==> config.mk <==
export PLATFORM = sky130hd
export DESIGN_NAME = seqmul_top
export DESIGN_NICKNAME = d
export VERILOG_FILES = /design/src/rtl/seqmul_pkg.sv /design/src/rtl/seqmul_ctrl.sv /design/src/rtl/seqmul_addsel.sv /design/src/rtl/seqmul_dp.sv /design/src/rtl/seqmul_top.sv
export SDC_FILE = /design/constraint.sdc
export NUM_CORES = 1
export LEC_CHECK = 0
export BUFFER_PORTS_ARGS = -buffer_cell sky130_fd_sc_hd__buf_2
export CORE_MARGIN = 2
export CORE_UTILIZATION = 45
export CTS_CLUSTER_DIAMETER = 150
export CTS_CLUSTER_SIZE = 12
export DETAILED_ROUTE_END_ITERATION = 12
export MAX_ROUTING_LAYER = met4
export PLACE_DENSITY = 0.72
export SYNTH_ARGS = -nofsm -noshare
export SYNTH_HDL_FRONTEND = slang
export SYNTH_HIERARCHICAL = 1
export SYNTH_SLANG_ARGS = --single-unit
==> constraint.sdc <==
create_clock -name clk -period 3.2 [get_ports clk]
set_input_delay 0.32 -clock clk [delete_from_list [all_inputs] [get_ports clk]]
set_output_delay 0.32 -clock clk [all_outputs]
set_load 0.01 [all_outputs]
==> src/rtl/seqmul_pkg.sv <==
package seqmul_pkg;
  typedef enum logic {
    ST_IDLE = 1'b0,
    ST_RUN  = 1'b1
  } seqmul_state_e;
endpackage

==> src/rtl/seqmul_ctrl.sv <==
module seqmul_ctrl #(
  parameter int W = 32
) (
  input  logic clk,
  input  logic rst,
  input  logic start,
  output logic load,
  output logic step,
  output logic busy,
  output logic done
);
  import seqmul_pkg::*;

  localparam int CW = (W > 1) ? $clog2(W) : 1;
  localparam logic [CW-1:0] LAST = CW'(W - 1);

  seqmul_state_e state_q;
  logic [CW-1:0] iter_q;

  assign busy = (state_q == ST_RUN);
  assign load = start && (state_q == ST_IDLE);
  assign step = (state_q == ST_RUN);

  always_ff @(posedge clk) begin
    if (rst) begin
      state_q <= ST_IDLE;
      iter_q  <= '0;
      done    <= 1'b0;
    end else begin
      done <= 1'b0;
      case (state_q)
        ST_IDLE: begin
          if (start) begin
            state_q <= ST_RUN;
            iter_q  <= '0;
          end
        end
        ST_RUN: begin
          if (iter_q == LAST) begin
            state_q <= ST_IDLE;
            done    <= 1'b1;
          end else begin
            iter_q <= iter_q + 1'b1;
          end
        end
        default: state_q <= ST_IDLE;
      endcase
    end
  end
endmodule

==> src/rtl/seqmul_addsel.sv <==
module seqmul_addsel #(
  parameter int W = 32
) (
  input  logic [W-1:0] upper,
  input  logic [W-1:0] addend,
  input  logic         take,
  output logic [W:0]   sum
);
  logic [W-1:0] gated;

  assign gated = take ? addend : '0;
  assign sum   = {1'b0, upper} + {1'b0, gated};
endmodule

==> src/rtl/seqmul_dp.sv <==
module seqmul_dp #(
  parameter int W = 32
) (
  input  logic           clk,
  input  logic           rst,
  input  logic           load,
  input  logic           step,
  input  logic [W-1:0]   mcand,
  input  logic [W-1:0]   mplier,
  output logic [2*W-1:0] acc
);
  localparam int PW = 2 * W;

  logic [W-1:0] mcand_q;
  logic [W:0]   sum;

  seqmul_addsel #(.W(W)) add_i (
    .upper  (acc[PW-1:W]),
    .addend (mcand_q),
    .take   (acc[0]),
    .sum    (sum)
  );

  always_ff @(posedge clk) begin
    if (rst) begin
      acc     <= '0;
      mcand_q <= '0;
    end else if (load) begin
      acc     <= {{W{1'b0}}, mplier};
      mcand_q <= mcand;
    end else if (step) begin
      acc <= {sum, acc[W-1:1]};
    end
  end
endmodule

==> src/rtl/seqmul_top.sv <==
module seqmul_top #(
  parameter int W = 32
) (
  input  logic           clk,
  input  logic           rst,
  input  logic           start,
  input  logic [W-1:0]   mcand,
  input  logic [W-1:0]   mplier,
  output logic           busy,
  output logic           done,
  output logic [2*W-1:0] product
);
  logic load;
  logic step;

  seqmul_ctrl #(.W(W)) ctrl_i (
    .clk   (clk),
    .rst   (rst),
    .start (start),
    .load  (load),
    .step  (step),
    .busy  (busy),
    .done  (done)
  );

  seqmul_dp #(.W(W)) dp_i (
    .clk    (clk),
    .rst    (rst),
    .load   (load),
    .step   (step),
    .mcand  (mcand),
    .mplier (mplier),
    .acc    (product)
  );
endmodule

# After elaboration in Yosys (flattened, before gate mapping)
# Cells that the tools add are included.
[op_classes] add_sub_neg=2 n_eq_ne=3 mux=10 bitwise_logic=1 reduce_logical=5
[ops] op="$mux 32" count=3
[ops] op="$add 32x32->33" count=1
[ops] op="$mux 5" count=2
[ops] op="$pmux 5 s2" count=1
[ops] op="$add 5x1->5 const B" count=1
[ops] op="$eq 5x5->1 const B" count=1
[ops] op="$ne 2x2->1 const B" count=2
[ops] op="$reduce_or 2->1" count=2
[ops] op="$mux 1" count=3
[ops] op="$pmux 1 s2" count=1
[ops] op="$reduce_and 2->1" count=1
[ops] op="$reduce_bool 2->1" count=1
[ops] op="$logic_and 1x1->1" count=1
[ops] op="$not 1->1" count=1
[totals] ff_bits=103 output_inout_bits=66 word_cells=27

# Depth between registers and ports, before layout
# Gate-level depths: netlist (run 1).
[depth] depth_word=4 depth_mapped=13

# Modules after synthesis
# The synthesis (run 1) kept the hierarchy.
[by_module_without_submodules] module="seqmul_dp" instances=1 cells_per_inst=350 area_per_inst_um2=3811.2 seq_area_each_um2=1921.8
[by_module_without_submodules] module="seqmul_addsel" instances=1 cells_per_inst=264 area_per_inst_um2=1954.4 seq_area_each_um2=0.0
[by_module_without_submodules] module="seqmul_ctrl" instances=1 cells_per_inst=38 area_per_inst_um2=346.6 seq_area_each_um2=140.1

# Worst setup path after synthesis (run 1)
# Ideal clock, no wire load.
[synth_timing] path_kind="reg2reg" from="register dp_i.acc[0]" to="register dp_i.acc[49]" t_arrival_ns=2.623 t_required_ns=3.086 slack_ns=0.462 stages_incl_launch_ff=13 n_path_buf=0 cell_sequence="dfxtp_1 -> and2_1 -> ha_1 -> fa_1 -> a211o_1 -> a211oi_2 -> o31ai_2 -> a21o_1 -> a21oi_2 -> o21ai_1 -> xor2_1 -> mux2i_1 -> nor2_1"
[synth_between] elab_chain_len=2
[synth_rtl] element="start, declared" line="seqmul_dp.sv:10" text="output logic [2*W-1:0] acc"
[synth_rtl] element="start signal, assigned" line="seqmul_dp.sv:29" text="acc <= {{W{1'b0}}, mplier};"
[synth_rtl] element="start signal, assigned" line="seqmul_dp.sv:32" text="acc <= {sum, acc[W-1:1]};"
[synth_rtl] element="$mux 32" line="seqmul_addsel.sv:11" text="assign gated = take ? addend : '0;"
[synth_rtl] element="$add 32x32->33" line="seqmul_addsel.sv:12" text="assign sum = {1'b0, upper} + {1'b0, gated};"
[synth_rtl] element="named net dp_i.sum[18]" line="seqmul_dp.sv:15" text="logic [W:0] sum;"
# The timed path passes the listed nets, and every way through them passes these cells.
# A chain may end at the register's enable or synchronous reset.

# Worst setup path in the final report (run 1)
[layout_timing] from="register dp_i.acc[0]" to="register dp_i.acc[61]"
# Same word-level chain as after synthesis.

==> flow_metrics.env, run 1 <==
export IMPL_drt_initial_drc_count=231
export IMPL_cts_tree="yes"
export IMPL_gp_congestion=0.900
export IMPL_hold_violations=0
export IMPL_drv_cap=0
export IMPL_critPathBufInv=0
export IMPL_num_vias=5041
export IMPL_grt_overflow_total=0
export IMPL_vias_per_cell=5.32
export IMPL_crit_fanout=7
export IMPL_final_nets=869
export IMPL_p_total_uw=3060
export IMPL_outcome="finished clean"
export IMPL_setup_viol=0
export IMPL_ios=133
export IMPL_synth_edff_count=0
export IMPL_async_reset_ff_frac=0
export IMPL_clkSinkCount=103
export IMPL_clockRootBuffer="clkbuf_16"
export IMPL_r2r_start="dp_i/acc[0]$_SDFFE_PP0P_"
export IMPL_grtUsageTotal=0.201
export IMPL_routed_wl_microns=14300
export IMPL_cp_top_family="compound AO/OA/AOI/OAI gates"
export IMPL_slew_limit_headroom=0.253
export IMPL_fp_row_count=42
export IMPL_antenna_found_initial=1
export IMPL_period_needed_ns=2.95
export IMPL_whs_path_depth=3
export IMPL_synth_top_flop_cell="dfxtp_1"
export IMPL_initial_utilization=0.462
export IMPL_grt_pass1_vias=4770
export IMPL_ys_seq_elements=103
export IMPL_path_cells="and2_1, ha_1, fa_1, a211o_1, a211oi_2, o31ai_2, a31oi_4, a21oi_2, a211oi_1, nor2b_1, mux2i_1, nor2_1"
export IMPL_synthToLayoutAreaGrowth_pct=16.7
export IMPL_routedWlPerCell_microns=15.0
export IMPL_wl_met3_microns=849
export IMPL_fin_setup_tns_ns=0
export IMPL_p_leak_uw=0.00349
export IMPL_die_h_microns=121
export IMPL_cts_hold_buf=0
export IMPL_arrival_ns=3.18
export IMPL_grt_max_degree=72
export IMPL_synth_net_count=755
export IMPL_hold_class="primary input to register"
export IMPL_clkTransAtPathRegs_ns=0.08
export IMPL_post_cts_resized=0
export IMPL_route_detailed_drc=0
export IMPL_cts_buffer_depth=2
export IMPL_max_freq_mhz=339
export IMPL_critPathMaxStageDelay_ns=0.42
export IMPL_synth_avg_cell_area_sq_um=9.37
export IMPL_crit_type="register to register"
export IMPL_htreeDepth=3
export IMPL_crit_required_ns=3.43
export IMPL_final_max_slew_viol_count=0
export IMPL_wl_met1_microns=6590
export IMPL_worst_pin_slew_ns=1.12
export IMPL_clock_latency_ns=0.36
export IMPL_highest_layer="met4"
export IMPL_fin_worst_skew_ns=0.0136
export IMPL_die_w_microns=121
export IMPL_final_antenna_net_count=0
export IMPL_reg2reg_to="dp_i/acc[61]$_SDFFE_PP0P_"
export IMPL_nFillCells=1215
export IMPL_drive_gt1_frac=0.232
export IMPL_p_per_area_mw_per_mm2=429
export IMPL_r2r_cells=12
export IMPL_grt_pass1_wl_microns=22700
export IMPL_syn_cell_area_sq_mm=0.00611
export IMPL_cp_start_kind="register"
export IMPL_timing_final_crit_share=0.923
export IMPL_hpwl_microns=10200
export IMPL_ys_warn_count=6
export IMPL_dr_pass1_iters=4
export IMPL_cp_end_kind="register"
export IMPL_ff2ff_setup_slack_ns=0.25
export IMPL_dieArea_sq_mm=0.0145
export IMPL_crit_slowest_cell="fa_1"
export IMPL_core_sq_mm=0.0132
export IMPL_numCtsBuffers=9
export IMPL_syn_inst=652
export IMPL_cts_setup_buffers=0
export IMPL_wl_met2_microns=6630
export IMPL_vdd_ir_drop_max_mv=0.245
export IMPL_rsz0062_at_grt="no"
export IMPL_holdPathEnd="dp_i/mcand_q[20]$_SDFFE_PP0P_"
export IMPL_synth_cell_type_count=57
export IMPL_numPortBuffers=132
export IMPL_ys_seq_area_frac=0.337
export IMPL_hp_start="mcand[20]"
-- sequential cells by signal (all words and copies together), names as in the netlist --
signal / flops
dp_i/acc: 64
dp_i/mcand_q: 32
ctrl_i/iter_q: 5
ctrl_i/busy: 1
ctrl_i/done: 1
-- per-layer routing --
layer,track usage,vias to the layer above
met5,-,-
met4,0.0618,0
met3,0.0561,14
met2,0.323,127
met1,0.245,2357
li1,-,2543
-- synth_stat cells, drive strengths merged, types with 3 or more instances --
cell type  instances  area share
inv                8      0.0049
o211ai             4      0.0057
xnor2             15       0.021
and3               3      0.0031
dfxtp            103        0.34
o21a               4      0.0049
o21ai             16       0.014
a31oi              6      0.0086
and2              33       0.034
clkbuf            10      0.0063
nand4              4      0.0041
nand2b             4      0.0041
xor2              14       0.020
nor3               6      0.0057
buf               25       0.036
nor2b             35       0.036
a211oi            36       0.048
a21oi             32       0.028
a21o              22       0.027
ha                35       0.072
o31ai              3      0.0045
nand3              6      0.0049
nand2             26       0.017
mux2i             96        0.16
nor2              78       0.048
o21bai             4      0.0049
-- layout make-up --
class | instances | area [sq um] | share of cell area
multi-input combinational | 506 | 3770 | 0.528
sequential | 103 | 2070 | 0.289
timing repair buffer | 138 | 706 | 0.0989
clock buffer | 10 | 229 | 0.0321
tap | 176 | 220 | 0.0309
clock inverter | 6 | 115 | 0.0161
inverter | 8 | 30.0 | 0.00421
antenna | 1 | 2.50 | 0.000351
-- where the power goes --
part	leakage [uW]	total, uW	internal [uW]	switching, uW
registers	0.000843	1410	1350	61.1
logic	0.00248	366	177	190
clock network	0.000164	1290	771	519
-- worst register-to-register path, cell delays in order (launching register included) --
cell and delay (ns):
dfxtp_1 0.38, and2_1 0.19, ha_1 0.20, fa_1 0.42
a211o_1 0.34, a211oi_2 0.29, o31ai_2 0.16, a31oi_4 0.23
a21oi_2 0.10, a211oi_1 0.23, nor2b_1 0.08, mux2i_1 0.15
nor2_1 0.05
-- per-stage QoR --
stage	instances	util	worst slack (ns)	hold WS, ns	area [sq um]
floorplan	652	-	0.462	0.382	6110
global placement	931	0.513	0.277	0.471	6790
detailed placement	931	0.513	0.238	0.478	6790
CTS	947	0.539	0.197	0.179	7130
global route	948	0.539	0.0353	0.200	7140
finish	948	0.539	0.247	0.186	7140
-- worst max path at each step --
| stage | from | to | cells past startpoint |
|---|---|---|---|
| 3_5_place_dp | dp_i/acc[0]$_SDFFE_PP0P_ | dp_i/acc[61]$_SDFFE_PP0P_ | 12 |
| 5_1_grt | dp_i/acc[0]$_SDFFE_PP0P_ | dp_i/acc[61]$_SDFFE_PP0P_ | 12 |
| 2_1_floorplan | dp_i/acc[0]$_SDFFE_PP0P_ | dp_i/acc[49]$_SDFFE_PP0P_ | 12 |
| 4_1_cts | dp_i/acc[0]$_SDFFE_PP0P_ | dp_i/acc[61]$_SDFFE_PP0P_ | 12 |
| 6_report | dp_i/acc[0]$_SDFFE_PP0P_ | dp_i/acc[61]$_SDFFE_PP0P_ | 12 |
| 3_3_place_gp | dp_i/acc[0]$_SDFFE_PP0P_ | dp_i/acc[61]$_SDFFE_PP0P_ | 12 |
-- cells in the final DEF (no fill, tap or decap), types with 14 or more instances in the layout --
| master | count |
|---|---|
| xnor2_1 | 15 |
| buf_2 | 132 |
| a21oi_1 | 29 |
| nor2_1 | 78 |
| and2_1 | 33 |
| nor2b_1 | 34 |
| a211oi_1 | 31 |
| ha_1 | 35 |
| xor2_1 | 14 |
| dfxtp_1 | 102 |
| a21o_1 | 22 |
| mux2i_1 | 96 |
| nand2_1 | 25 |
-- logic make-up after synthesis --
| kind of cell | after synthesis | synth area share |
|---|---|---|
| AND/OR/NAND/NOR | 202 | 0.165 |
| AO/OA/AOI/OAI | 142 | 0.174 |
| flip-flops | 103 | 0.337 |
| multiplexers | 97 | 0.160 |
| buffers and inverters | 43 | 0.0475 |
| adder cells (fa/ha/maj) | 36 | 0.0749 |
| XOR/XNOR | 29 | 0.0416 |
(Power assumes the default switching activity.)
==> inputs of run 2 (changes only) <==
--- a/config.mk
+++ b/config.mk
@@ -7,12 +7,12 @@
 export LEC_CHECK = 0
 export BUFFER_PORTS_ARGS = -buffer_cell sky130_fd_sc_hd__buf_2
 export CORE_MARGIN = 2
-export CORE_UTILIZATION = 45
+export CORE_UTILIZATION = 50
 export CTS_CLUSTER_DIAMETER = 150
 export CTS_CLUSTER_SIZE = 12
 export DETAILED_ROUTE_END_ITERATION = 12
 export MAX_ROUTING_LAYER = met4
-export PLACE_DENSITY = 0.72
+export PLACE_DENSITY = 0.78
 export SYNTH_ARGS = -nofsm -noshare
 export SYNTH_HDL_FRONTEND = slang
 export SYNTH_HIERARCHICAL = 1
==> run 2 against run 1 <==
Worst hold slack better by 0.0092 ns. Sequential share of layout area is 0.38 points higher. Cell count is 3.2% lower. Via count is 0.75% higher. First-iteration DRC count is 23% higher. Sequential cell count stayed put. Count of clock-buffer cells in the layout is 1 higher. Core utilization is 5.0 points higher. Die area is 9.7% lower. Setup slack better by 0.014 ns. Highest routed layer unchanged.
==> flow_metrics.env, run 2 (synthesized netlist as in run 1, its figures left out) <==
export IMPL_vias_per_cell=5.53
export IMPL_htreeDepth=3
export IMPL_whs_ns=0.196
export IMPL_fin_worst_skew_ns=0.00978
export IMPL_p_per_area_mw_per_mm2=409
export IMPL_final_max_slew_viol_count=0
export IMPL_timing_final_crit_share=0.919
export IMPL_whs_path_depth=3
export IMPL_hold_class="primary input to register"
export IMPL_grt_max_degree=74
export IMPL_clkTransAtPathRegs_ns=0.07
export IMPL_grt_overflow_total=0
export IMPL_wl_met3_microns=870
export IMPL_slew_limit_headroom=0.220
export IMPL_ios=133
export IMPL_outcome="finished clean"
export IMPL_highest_layer="met4"
export IMPL_numPortBuffers=132
export IMPL_antenna_found_initial=0
export IMPL_final_common_cell="buf_2"
export IMPL_drv_cap=0
export IMPL_cp_end_kind="register"
export IMPL_worst_pin_slew_ns=1.17
export IMPL_numCtsBuffers=9
export IMPL_fin_ws_ns=0.261
export IMPL_dr_pass1_iters=4
export IMPL_r2r_cells=12
export IMPL_final_core_util=0.589
export IMPL_final_nets=869
export IMPL_routed_wl_microns=14400
export IMPL_antenna_cells=0
export IMPL_wl_met2_microns=6920
export IMPL_route_detailed_drc=0
export IMPL_largest_register="dp_i/acc"
export IMPL_num_vias=5079
export IMPL_crit_required_ns=3.41
export IMPL_routedWlPerCell_microns=15.7
export IMPL_crit_fanout=11
export IMPL_setup_viol=0
export IMPL_clockRootBuffer="clkbuf_16"
export IMPL_vdd_ir_drop_max_mv=0.213
export IMPL_cts_hold_buf=0
export IMPL_final_antenna_net_count=0
export IMPL_max_freq_mhz=340
export IMPL_wl_met1_microns=6430
export IMPL_gp_congestion=0.889
export IMPL_p_leak_uw=0.00347
export IMPL_layout_common_cells="buf_2, dfxtp_1, mux2i_1, nor2_1, ha_1"
export IMPL_place_area_sq_mm=0.00675
export IMPL_hold_violations=0
export IMPL_core_sq_mm=0.0120
export IMPL_largest_reg_flops=64
export IMPL_grtUsageTotal=0.235
export IMPL_grt_pass1_vias=5021
export IMPL_cp_start_kind="register"
export IMPL_post_place_ws_ns=0.259
export IMPL_grt_pass1_wl_microns=24100
export IMPL_crit_type="register to register"
export IMPL_final_area_sq_mm=0.00704
export IMPL_drive_gt1_frac=0.231
export IMPL_fin_setup_tns_ns=0
export IMPL_cts_tree="yes"
export IMPL_drt_initial_drc_count=283
export IMPL_fp_row_count=40
export IMPL_initial_utilization=0.511
export IMPL_dieArea_sq_mm=0.0131
export IMPL_largest_registers="dp_i/acc: 64 flops, dp_i/mcand_q: 32 flops, ctrl_i/iter_q: 5 flops"
export IMPL_arrival_ns=3.15
export IMPL_synthToLayoutAreaGrowth_pct=15.2
export IMPL_post_cts_resized=0
export IMPL_die_w_microns=115
export IMPL_clkSinkCount=103
export IMPL_die_h_microns=115
export IMPL_cts_setup_buffers=0
export IMPL_period_needed_ns=2.94
export IMPL_cts_buffer_depth=2
export IMPL_hpwl_microns=10200
export IMPL_clock_latency_ns=0.36
export IMPL_rsz0062_at_grt="no"
-- run 2: per-layer routing --
| layer | GRT usage | up-vias |
|---|---|---|
| met4 | 0.0748 | 0 |
| met5 | - | - |
| met3 | 0.0535 | 15 |
| met1 | 0.285 | 2385 |
| met2 | 0.387 | 130 |
| li1 | - | 2549 |
-- run 2: metrics by stage --
stage	instances	power [uW]
after global placement	902	1790
final	918	2880
after CTS	918	2910
after floorplan	652	1690
after global routing	918	3010
after detailed placement	902	1810
-- run 2: critical path: stages, from the launching register on --
cell	delay (ns)
dfxtp_1	0.32
buf_4	0.16
and2_1	0.17
fa_1	0.46
a211o_1	0.35
a211oi_2	0.33
o31ai_2	0.16
a31oi_4	0.24
a21oi_2	0.12
a211oi_1	0.24
nor2b_1	0.07
mux2i_1	0.13
nor2_1	0.06
-- run 2: worst paths after layout --
path | from | to | slack (ns)
max | dp_i/acc[0]$_SDFFE_PP0P_ | dp_i/acc[61]$_SDFFE_PP0P_ | 0.26
min | mcand[31] | dp_i/mcand_q[31]$_SDFFE_PP0P_ | 0.20
max reg2reg | dp_i/acc[0]$_SDFFE_PP0P_ | dp_i/acc[61]$_SDFFE_PP0P_ | 0.26
min reg2reg | dp_i/mcand_q[31]$_SDFFE_PP0P_ | dp_i/mcand_q[31]$_SDFFE_PP0P_ | 0.49
-- run 2: where the power goes --
| part | internal (uW) | switching (uW) | leakage [uW] |
|---|---|---|---|
| logic | 179 | 210 | 0.00248 |
| clock network | 609 | 492 | 0.000144 |
| registers | 1350 | 43.8 | 0.000843 |
-- run 2: final cells by class --
| class | instances | area (sq um) |
|---|---|---|
| fillers | 1044 | 4920 |
| multi-input cells | 506 | 3770 |
| flip-flops and latches | 103 | 2070 |
| repair buffers | 138 | 706 |
| clock buffers | 11 | 233 |
| well taps | 147 | 184 |
| clock inverters | 5 | 57.6 |
| inverters | 8 | 30.0 |
==> inputs of run 3 (changes only) <==
--- a/config.mk
+++ b/config.mk
@@ -6,13 +6,13 @@
 export NUM_CORES = 1
 export LEC_CHECK = 0
 export BUFFER_PORTS_ARGS = -buffer_cell sky130_fd_sc_hd__buf_2
-export CORE_MARGIN = 2
 export CORE_UTILIZATION = 50
 export CTS_CLUSTER_DIAMETER = 150
 export CTS_CLUSTER_SIZE = 12
 export DETAILED_ROUTE_END_ITERATION = 12
 export MAX_ROUTING_LAYER = met4
 export PLACE_DENSITY = 0.78
+export SLEW_MARGIN = 20
 export SYNTH_ARGS = -nofsm -noshare
 export SYNTH_HDL_FRONTEND = slang
 export SYNTH_HIERARCHICAL = 1
==> run 3 against run 2 <==
Sequential share of layout area barely moved. Combinational power fell by 5.1%. Routed wire length fell by 2.6%. Worst hold slack improved by 0.0081 ns. Critical path type unchanged. Sequential power barely moved. Non-clock buffer count fell by 1. Design area rose by 0.16%. Critical path depth did not move. Critical endpoint is now dp_i/acc[49]$_SDFFE_PP0P_. Core utilization rose by 0.094 points. Clock power rose by 4%. Cell count did not move. Power rose by 1.1%.
==> flow_metrics.env, run 3 (synthesized netlist as in run 1, its figures left out) <==
export IMPL_outcome="finished clean"
export IMPL_arrival_ns=3.19
export IMPL_final_common_cell="buf_2"
export IMPL_clkPwrFrac=0.391
export IMPL_p_sw_frac=0.259
export IMPL_final_core_util=0.590
export IMPL_crit_fanout=12
export IMPL_cp_end_kind="register"
export IMPL_p_per_area_mw_per_mm2=413
export IMPL_critPathBufInv=1
export IMPL_largest_register="dp_i/acc"
export IMPL_crit_type="register to register"
export IMPL_p_total_uw=2910
export IMPL_hold_violations=0
export IMPL_grtUsageTotal=0.235
export IMPL_grt_pass1_wl_microns=23400
export IMPL_cts_setup_buffers=0
export IMPL_vias_per_cell=5.49
export IMPL_fp_row_count=40
export IMPL_stdcell_count=918
export IMPL_routed_wl_microns=14100
export IMPL_cts_hold_buf=0
export IMPL_path_cells="buf_4, and2_1, fa_1, a211o_1, a211oi_2, o31ai_2, a21o_1, a21oi_2, o21ai_1, xor2_1, mux2i_1, nor2_1"
export IMPL_pwr_share_comb=0.127
export IMPL_placedCellCount=901
export IMPL_cp_start_kind="register"
export IMPL_route_detailed_drc=0
export IMPL_clkTransAtPathRegs_ns=0.07
export IMPL_drv_cap=0
export IMPL_post_cts_resized=0
export IMPL_fin_worst_skew_ns=0.00950
export IMPL_use_met2=0.391
export IMPL_layout_common_cells="buf_2, dfxtp_1, mux2i_1, nor2_1, ha_1"
export IMPL_p_leak_uw=0.00346
export IMPL_power_frac_seq=0.482
export IMPL_cp_num_cells=12
export IMPL_largest_registers="dp_i/acc: 64 flops, dp_i/mcand_q: 32 flops, ctrl_i/iter_q: 5 flops"
export IMPL_ff2ff_setup_slack_ns=0.22
export IMPL_gp_congestion=0.905
export IMPL_max_freq_mhz=336
export IMPL_drt_initial_drc_count=285
export IMPL_largest_reg_flops=64
export IMPL_routedWlPerCell_microns=15.3
export IMPL_clkSinkCount=103
export IMPL_worst_pin_slew_ns=1.01
export IMPL_clock_latency_ns=0.35
export IMPL_use_met3=0.0578
export IMPL_vdd_ir_drop_max_mv=0.268
export IMPL_hold_class="primary input to register"
export IMPL_final_antenna_net_count=0
export IMPL_htreeDepth=3
export IMPL_period_needed_ns=2.98
export IMPL_synthToLayoutAreaGrowth_pct=15.4
export IMPL_dr_pass1_iters=4
export IMPL_ios=133
export IMPL_setup_viol=0
export IMPL_use_met1=0.269
export IMPL_slew_limit_headroom=0.323
export IMPL_initial_utilization=0.511
export IMPL_num_vias=5039
export IMPL_final_max_slew_viol_count=0
export IMPL_cts_tree="yes"
export IMPL_core_sq_mm=0.0120
export IMPL_grt_pass1_vias=5016
export IMPL_whs_path_depth=3
export IMPL_grt_busiest_layer="met2"
export IMPL_rsz0062_at_grt="no"
export IMPL_r2r_cells=12
export IMPL_antenna_found_initial=1
export IMPL_clockRootBuffer="clkbuf_16"
export IMPL_grt_overflow_total=0
export IMPL_timing_final_crit_share=0.931
export IMPL_crit_required_ns=3.41
export IMPL_die_h_microns=113
export IMPL_switchingPower_uw=755
export IMPL_p_int_uw=2160
export IMPL_final_nets=868
export IMPL_dieArea_sq_mm=0.0127
export IMPL_die_w_microns=113
export IMPL_fin_setup_tns_ns=0
export IMPL_drive_gt1_frac=0.231
export IMPL_grt_max_degree=65
export IMPL_cts_buffer_depth=2
export IMPL_hpwl_microns=10200
export IMPL_crit_slowest_cell="fa_1"
export IMPL_numCtsBuffers=9
export IMPL_cp_top_family="compound AO/OA/AOI/OAI gates"
export IMPL_critPathMaxStageDelay_ns=0.48
export IMPL_numPortBuffers=132
run 3: cell count changes in the layout (fill, tap and decap cells not counted), sizes merged:
cell,previous run,this run
buf,138,137
clkinvlp,0,1
clkinv,3,2
diode,0,1
run 3: layer usage:
| layer | share of wire | routed length, microns |
|---|---|---|
| met5 | 0 | 0 |
| met4 | 0.020 | 286 |
| met3 | 0.055 | 780 |
| met2 | 0.47 | 6670 |
| met1 | 0.45 | 6320 |
run 3: layout make-up:
| cell class | count | area (sq um) |
|---|---|---|
| Antenna cell | 1 | 2.50 |
| Clock buffer | 11 | 243 |
| Clock inverter | 5 | 63.8 |
| Fill cell | 1054 | 4910 |
| Inverter | 8 | 30.0 |
| Multi-Input combinational cell | 506 | 3770 |
| Sequential cell | 103 | 2070 |
| Tap cell | 147 | 184 |
| Timing Repair Buffer | 137 | 698 |
run 3: per-stage QoR:
step / hold slack (ns) / setup slack, ns / instance area, sq um
global placement: 0.470 / 0.317 / 6750
finish: 0.204 / 0.222 / 7050
CTS: 0.195 / 0.224 / 7050
global route: 0.196 / 0.0243 / 7050
floorplan: 0.382 / 0.462 / 6110
detailed placement: 0.477 / 0.244 / 6750
run 3: worst register-to-register path, delay by kind of cell (launching register included):
family | cells | cell delay (ns)
buffers and inverters | 1 | 0.17
DFF | 1 | 0.32
xor gates and xnor gates | 1 | 0.16
muxes | 1 | 0.16
AOI/OAI and AO/OA | 6 | 1.33
and+or+nand+nor | 2 | 0.23
adders and majority gates | 1 | 0.48
run 3: path summary, 6_finish.rpt:
path	to	start
max	dp_i/acc[49]$_SDFFE_PP0P_	dp_i/acc[0]$_SDFFE_PP0P_
max reg2reg	dp_i/acc[49]$_SDFFE_PP0P_	dp_i/acc[0]$_SDFFE_PP0P_
min reg2reg	dp_i/mcand_q[6]$_SDFFE_PP0P_	dp_i/mcand_q[6]$_SDFFE_PP0P_
min	dp_i/mcand_q[9]$_SDFFE_PP0P_	mcand[9]
run 3: power by group through the flow:
stage	Clock (uW)	Combinational [uW]	Sequential (uW)
5_1_grt	1230	404	1410
3_3_place_gp	0	359	1430
6_report	1140	369	1400
2_1_floorplan	0	261	1430
4_1_cts	1160	373	1400
3_5_place_dp	0	371	1430
